==> src/rtl/ifr_pkg.sv <==
package ifr_pkg;
  typedef enum logic [1:0] {
    TS_RUN  = 2'd0,
    TS_WAIT = 2'd1,
    TS_DONE = 2'd2
  } thr_state_e;
endpackage

==> src/rtl/ifr_lookup.sv <==
module ifr_lookup
  import ifr_pkg::*;
#(
  parameter int ADDR_W  = 32,
  parameter int BLK_LSB = 6
) (
  input  logic [ADDR_W-1:0] fetch_addr,
  input  logic [1:0]        pc_low,
  input  logic              irq_pending,
  input  logic              switched_out,
  input  thr_state_e        state,
  input  logic              held_v,
  input  logic [ADDR_W-1:0] held_tag,
  output logic [ADDR_W-1:0] line_addr,
  output logic              hold_off,
  output logic              hit,
  output logic              miss
);
  function automatic logic [ADDR_W-1:0] align_line(input logic [ADDR_W-1:0] a);
    return a & ~((ADDR_W'(1) << BLK_LSB) - ADDR_W'(1));
  endfunction

  function automatic logic privileged_pc(input logic [1:0] low);
    return low != 2'b00;
  endfunction

  always_comb begin
    line_addr = align_line(fetch_addr);
    hold_off  = switched_out || (irq_pending && !privileged_pc(pc_low)) || (state != TS_RUN);
    hit       = !hold_off && held_v && (held_tag == line_addr);
    miss      = !hold_off && !hit;
  end
endmodule

==> src/rtl/ifr_thread_ctx.sv <==
module ifr_thread_ctx
  import ifr_pkg::*;
#(
  parameter int ADDR_W = 32,
  parameter int LINE_W = 512
) (
  input  logic              clk,
  input  logic              rst_n,
  input  logic              issue,
  input  logic [ADDR_W-1:0] issue_tag,
  input  logic              rsp_hit,
  input  logic              rsp_err,
  input  logic [LINE_W-1:0] rsp_data,
  input  logic              squash,
  output thr_state_e        state,
  output logic              held_v,
  output logic [ADDR_W-1:0] held_tag,
  output logic [LINE_W-1:0] held_line,
  output logic              rsp_take
);
  logic [ADDR_W-1:0] pend_tag;

  assign rsp_take = rsp_hit && (state == TS_WAIT) && !squash;

  always_ff @(posedge clk) begin
    if (!rst_n) begin
      state     <= TS_RUN;
      held_v    <= 1'b0;
      held_tag  <= '0;
      held_line <= '0;
      pend_tag  <= '0;
    end else if (squash) begin
      state  <= TS_RUN;
      held_v <= 1'b0;
    end else begin
      case (state)
        TS_RUN: if (issue) begin
          state    <= TS_WAIT;
          pend_tag <= issue_tag;
          held_v   <= 1'b0;
        end
        TS_WAIT: if (rsp_take) begin
          state     <= TS_DONE;
          held_tag  <= pend_tag;
          held_line <= rsp_data;
          held_v    <= !rsp_err;
        end
        default: state <= TS_RUN;
      endcase
    end
  end
endmodule

==> src/rtl/ifetch_line_req.sv <==
module ifetch_line_req
  import ifr_pkg::*;
#(
  parameter int ADDR_W      = 32,
  parameter int BLOCK_BYTES = 64,
  parameter int NUM_THREADS = 2,
  localparam int LINE_W     = BLOCK_BYTES * 8,
  localparam int BLK_LSB    = $clog2(BLOCK_BYTES),
  localparam int SIZE_W     = BLK_LSB + 1,
  localparam int TID_W      = (NUM_THREADS > 1) ? $clog2(NUM_THREADS) : 1
) (
  input  logic                     clk,
  input  logic                     rst_n,
  input  logic                     lk_valid,
  input  logic [TID_W-1:0]         lk_tid,
  input  logic [ADDR_W-1:0]        lk_fetch_addr,
  input  logic [ADDR_W-1:0]        lk_inst_pc,
  input  logic                     irq_pending,
  input  logic                     switched_out,
  output logic                     lk_ok,
  output logic [LINE_W-1:0]        lk_line,
  output logic                     req_valid,
  input  logic                     req_ready,
  output logic [ADDR_W-1:0]        req_addr,
  output logic [SIZE_W-1:0]        req_size,
  output logic                     req_ifetch,
  output logic [ADDR_W-1:0]        req_pc,
  output logic [TID_W-1:0]         req_tid,
  input  logic                     rsp_valid,
  input  logic [TID_W-1:0]         rsp_tid,
  input  logic [LINE_W-1:0]        rsp_data,
  input  logic                     rsp_err,
  input  logic                     squash,
  input  logic [TID_W-1:0]         squash_tid,
  output logic [2*NUM_THREADS-1:0] thr_state,
  output logic                     fault_pulse,
  output logic [TID_W-1:0]         fault_tid
);
  thr_state_e        st     [NUM_THREADS];
  logic              hv     [NUM_THREADS];
  logic [ADDR_W-1:0] tg     [NUM_THREADS];
  logic [LINE_W-1:0] ln     [NUM_THREADS];
  logic              take   [NUM_THREADS];

  logic [ADDR_W-1:0] line_addr;
  logic              hold_off;
  logic              hit;
  logic              miss;
  logic              issue_acc;

  ifr_lookup #(.ADDR_W(ADDR_W), .BLK_LSB(BLK_LSB)) u_lookup (
    .fetch_addr   (lk_fetch_addr),
    .pc_low       (lk_inst_pc[1:0]),
    .irq_pending  (irq_pending),
    .switched_out (switched_out),
    .state        (st[lk_tid]),
    .held_v       (hv[lk_tid]),
    .held_tag     (tg[lk_tid]),
    .line_addr    (line_addr),
    .hold_off     (hold_off),
    .hit          (hit),
    .miss         (miss)
  );

  assign lk_ok      = lk_valid && hit;
  assign lk_line    = ln[lk_tid];
  assign req_valid  = lk_valid && miss;
  assign req_addr   = line_addr;
  assign req_size   = SIZE_W'(BLOCK_BYTES);
  assign req_ifetch = 1'b1;
  assign req_pc     = lk_inst_pc;
  assign req_tid    = lk_tid;
  assign issue_acc  = req_valid && req_ready;

  for (genvar g = 0; g < NUM_THREADS; g++) begin : g_thr
    ifr_thread_ctx #(.ADDR_W(ADDR_W), .LINE_W(LINE_W)) u_ctx (
      .clk       (clk),
      .rst_n     (rst_n),
      .issue     (issue_acc && (lk_tid == TID_W'(g))),
      .issue_tag (line_addr),
      .rsp_hit   (rsp_valid && (rsp_tid == TID_W'(g))),
      .rsp_err   (rsp_err),
      .rsp_data  (rsp_data),
      .squash    (squash && (squash_tid == TID_W'(g))),
      .state     (st[g]),
      .held_v    (hv[g]),
      .held_tag  (tg[g]),
      .held_line (ln[g]),
      .rsp_take  (take[g])
    );
    assign thr_state[2*g +: 2] = st[g];
  end

  logic             err_any;
  logic [TID_W-1:0] err_tid;

  always_comb begin
    err_any = 1'b0;
    err_tid = '0;
    for (int i = 0; i < NUM_THREADS; i++) begin
      if (take[i] && rsp_err) begin
        err_any = 1'b1;
        err_tid = TID_W'(i);
      end
    end
  end

  always_ff @(posedge clk) begin
    if (!rst_n) begin
      fault_pulse <= 1'b0;
      fault_tid   <= '0;
    end else begin
      fault_pulse <= err_any;
      fault_tid   <= err_tid;
    end
  end
endmodule

==> config.mk <==
export PLATFORM = sky130hd
export DESIGN_NAME = ifetch_line_req
export DESIGN_NICKNAME = d
export VERILOG_FILES = /design/src/rtl/ifr_pkg.sv /design/src/rtl/ifr_lookup.sv /design/src/rtl/ifr_thread_ctx.sv /design/src/rtl/ifetch_line_req.sv
export SDC_FILE = /design/constraint.sdc
export NUM_CORES = 2
export LEC_CHECK = 0
export BUFFER_PORTS_ARGS = -buffer_cell sky130_fd_sc_hd__buf_2
export CELL_PAD_IN_SITES_DETAIL_PLACEMENT = 1
export CELL_PAD_IN_SITES_GLOBAL_PLACEMENT = 2
export CORE_AREA = 2 2 463 465
export CTS_CLUSTER_DIAMETER = 50
export DETAILED_ROUTE_END_ITERATION = 16
export DIE_AREA = 0 0 465 467
export PLACE_DENSITY = 0.71
export SYNTH_ARGS = -nofsm -noshare
export SYNTH_HDL_FRONTEND = slang
export SYNTH_HIERARCHICAL = 1
export SYNTH_SLANG_ARGS = --single-unit
==> constraint.sdc <==
create_clock -name clk -period 3.46 [get_ports clk]
set_clock_uncertainty 0.15 [all_clocks]
set_input_delay 0.346 -clock clk [delete_from_list [all_inputs] [get_ports clk]]
set_output_delay 0.346 -clock clk [all_outputs]
set_load 0.01 [all_outputs]
==> metrics.cfg <==
[yosys]
ys_warn_count=6
yosysSeqAreaShare=0.461
syn-cell-area_um2=50400
synth_area_leader_cell=dfxtp_1
synthCells=5763
synth.top_cell.area_share=0.461
ys_ff_latch=1160
synth.distinct_cells=32
yosys-top-cells-area=dfxtp_1, nand2_1, mux2_2
avgSynthCellArea_um2=8.74

[critical_path]
r2r_setup_slack_ns=0.09
crit_arrival_ns=3.97
r2r_end=g_thr[1].u_ctx/held_v$_SDFFE_PP0P_
rr_startpoint=g_thr[1].u_ctx/held_tag[24]$_SDFFE_PN0P_
cp-end-kind=flip-flop
critPathSlowestCell=dlygate4sd3_1
slowest_delay_ns=0.58
reg2reg_depth=14
startpoint_type=flip-flop
cpMostUsedCell=buf_4
criticalPathCategory=reg2reg
worstPathCellList=mux2_2, xor2_1, nor4_2, buf_4, nand4_1, buf_6, o21ba_4, buf_4, and4_1, buf_4, nand2b_1, o21ai_0, dlygate4sd3_1, a211oi_2
worstPathMaxFanout=2
crit_required_ns=4.05

[cts]
cts_tree=yes
cts_buffer_depth=3
htreeDepth=4
worstSkewPairLatency_ns=0.82
cts_sinks=1160
numCtsBuffers=173
cts_root_buf=clkbuf_16
clk_pin_slew_worst_paths_ns=0.06

[min_path]
hold_depth=6
hold_end=g_thr[0].u_ctx/state[0]$_SDFFE_PP0P_
hold_start=lk_valid
hold_class=in2reg

[grt]
antenna_found_initial=28
grt_pass1_wl_um=307000
grt-ovfl-total=0
grt_max_degree=172
grt_pass1_vias=48200
grt.total_usage=0.182

[timing]
setup_viol=0
slew-limit-headroom=0.169
finalHoldViolations=0
setup_tns_ns=0
rsz0062_at_grt=true
fin_crit_sh=0.975
holdWs_ns=0.166
fmax_ghz=0.297
tightest_slew_ns=1.25
fin_crit_ns=3.37
drv_slew=0

[finish]
area_growth_pct=39.1
nNetsFinal=7801
fillers=24800
drive_gt1_frac=0.284
final_area_um2=70000

[pwr]
p_switching_uw=8070
p_leak_uw=0.0276
cell_internal_pwr_uw=26300
powerDensity_nw_per_um2=490
switching_share=0.235
combPwrFrac=0.059
ir_drop_v=0.000483
p_clk_frac=0.549
seqPwrFrac=0.392

[routing]
vias=45200
drtIter0Drc=2172
drc=0
viasPerCell=4.43
routed_wl_um=205000
wl_per_cell_um=20.1
firstDrtPassIters=7
postRouteAntennaNets=0

[die]
die_h_um=467
core_area_um2=212000
die_area_um2=217000
start_util=0.238
num_rows=169
boundaryPins=1181
die_w_um=465

[placement]
dp_hpwl_um=139000
place.gp.congestion=0.809
dpl_cell_area_um2=58100
io_buffers=1100

[status]
status=completed

[flow_run]
drv_cap=0

[cell usage in the layout (no fill, tap or decap), drive strengths merged, types with 4 or more instances in the layout]
cell type | Yosys | layout
a21boi | 1152 | 1152
and2 | 6 | 6
buf | 388 | 1225
bufinv | 0 | 25
clkbuf | 130 | 222
clkinv | 0 | 49
clkinvlp | 0 | 8
conb | 3 | 14
dfxtp | 1160 | 1160
diode | 0 | 21
dlygate4sd3 | 0 | 557
inv | 4 | 20
mux2 | 547 | 547
nand2 | 2304 | 2304
nor2 | 5 | 5
nor2b | 4 | 4
nor4 | 6 | 6
o21ai | 4 | 4
xor2 | 26 | 26
[per-stage QoR]
step / setup WS (ns) / cells / utilization / total power, uW
after global placement: -0.0373 / 9302 / 0.274 / 15200
after detailed placement: -0.144 / 9302 / 0.274 / 15200
after CTS: 0.0160 / 10200 / 0.330 / 34900
after floorplan: 0.451 / 5774 / - / 14500
final: 0.0873 / 10200 / 0.331 / 34300
after global routing: -0.0477 / 10200 / 0.331 / 35600
[sequential cells by signal, indices dropped and copies added (netlist names)]
name                   cells
g_thr.u_ctx/held_line   1024
g_thr.u_ctx/held_tag      64
g_thr.u_ctx/pend_tag      64
g_thr.u_ctx/state          4
g_thr.u_ctx/held_v         2
fault_pulse                1
fault_tid                  1
[power groups by stage]
stage               combinational, uW  sequential, uW  clock [uW]
finish                           2030           13400       18900
global route                     2180           13400       20000
CTS                              2050           13400       19400
detailed placement               1470           13700           0
global placement                 1450           13700           0
floorplan                         810           13700           0
[critical path: cells and delay by family (launching register included)]
family	cells	cell delay, ns
flip-flops	1	0.32
multiplexers	1	0.27
buffers and inverters	5	1.20
AO/OA/AOI/OAI	3	0.48
AND/OR/NAND/NOR	4	0.74
XOR/XNOR	1	0.16
[cells by family after synthesis]
logic type,Yosys count,share of synthesized area
buffers and inverters,522,0.0611
DFF,1160,0.461
muxes,547,0.122
and+or+nand+nor,2344,0.178
other,3,0.000224
xor gates and xnor gates,26,0.00452
AOI/OAI and AO/OA,1161,0.173
[how the worst max path moves through the flow]
stage,start,to,cells past startpoint
after floorplan,lk_tid,g_thr[0].u_ctx/pend_tag[10]$_SDFFE_PN0P_,13
after global placement,lk_tid,g_thr[1].u_ctx/pend_tag[12]$_SDFFE_PN0P_,14
after detailed placement,lk_tid,g_thr[1].u_ctx/pend_tag[27]$_SDFFE_PN0P_,14
after CTS,g_thr[0].u_ctx/held_tag[25]$_SDFFE_PN0P_,req_valid,9
after global routing,g_thr[1].u_ctx/held_tag[1]$_SDFFE_PN0P_,lk_ok,8
final,g_thr[1].u_ctx/held_tag[24]$_SDFFE_PN0P_,g_thr[1].u_ctx/held_v$_SDFFE_PP0P_,14
[cell usage after synthesis]
library cell  number
nor4_1             6
and3_1             3
nor2_1             5
o21ai_0            4
a2111o_1           1
nand2_1         2304
o21ba_1            1
o211a_1            1
nand2b_1           2
nor3_2             2
dfxtp_1         1160
nand4_1            2
nor2b_1            4
inv_2              2
a21boi_1         558
and4b_1            1
conb_1             3
clkbuf_1         130
xor2_1            26
buf_6             60
or4b_1             3
mux2_2           547
a211oi_1           2
nor4b_2            2
a21boi_0         594
and4_1             1
nand4bb_1          2
inv_1              2
and2_1             6
nor3_1             1
buf_4            103
buf_2            225
[cell type report]
class / instances / area (um2) / share of cell area
sequential: 1160 / 23200 / 0.332
timing repair buffer: 1782 / 12800 / 0.182
inverter: 4 / 30.0 / 0.000429
tap: 2821 / 3530 / 0.0504
multi-input combinational: 4092 / 24200 / 0.346
clock buffer: 222 / 4800 / 0.0686
clock inverter: 98 / 1420 / 0.0202
antenna: 21 / 52.6 / 0.000750
[layer usage]
| metal | vias up | wire length [um] | track usage |
|---|---|---|---|
| met2 | 1102 | 97100 | 0.306 |
| met5 | - | 82 | 0 |
| met1 | 22100 | 88000 | 0.222 |
| met4 | 12 | 6130 | 0.0596 |
| li1 | 21700 | - | - |
| met3 | 309 | 13400 | 0.0532 |
[repair_timing]
action | 4_1_cts | 5_1_grt
pin swaps | 6 | 2
endpoints found under the hold margin | 1090 | 0
endpoints found under the setup margin | 2 | 2
buffers inserted | 2 | 0
hold buffers | 557 | 0
resized for setup | 9 | 11
No activity file was read; power rests on OpenSTA's default activity.
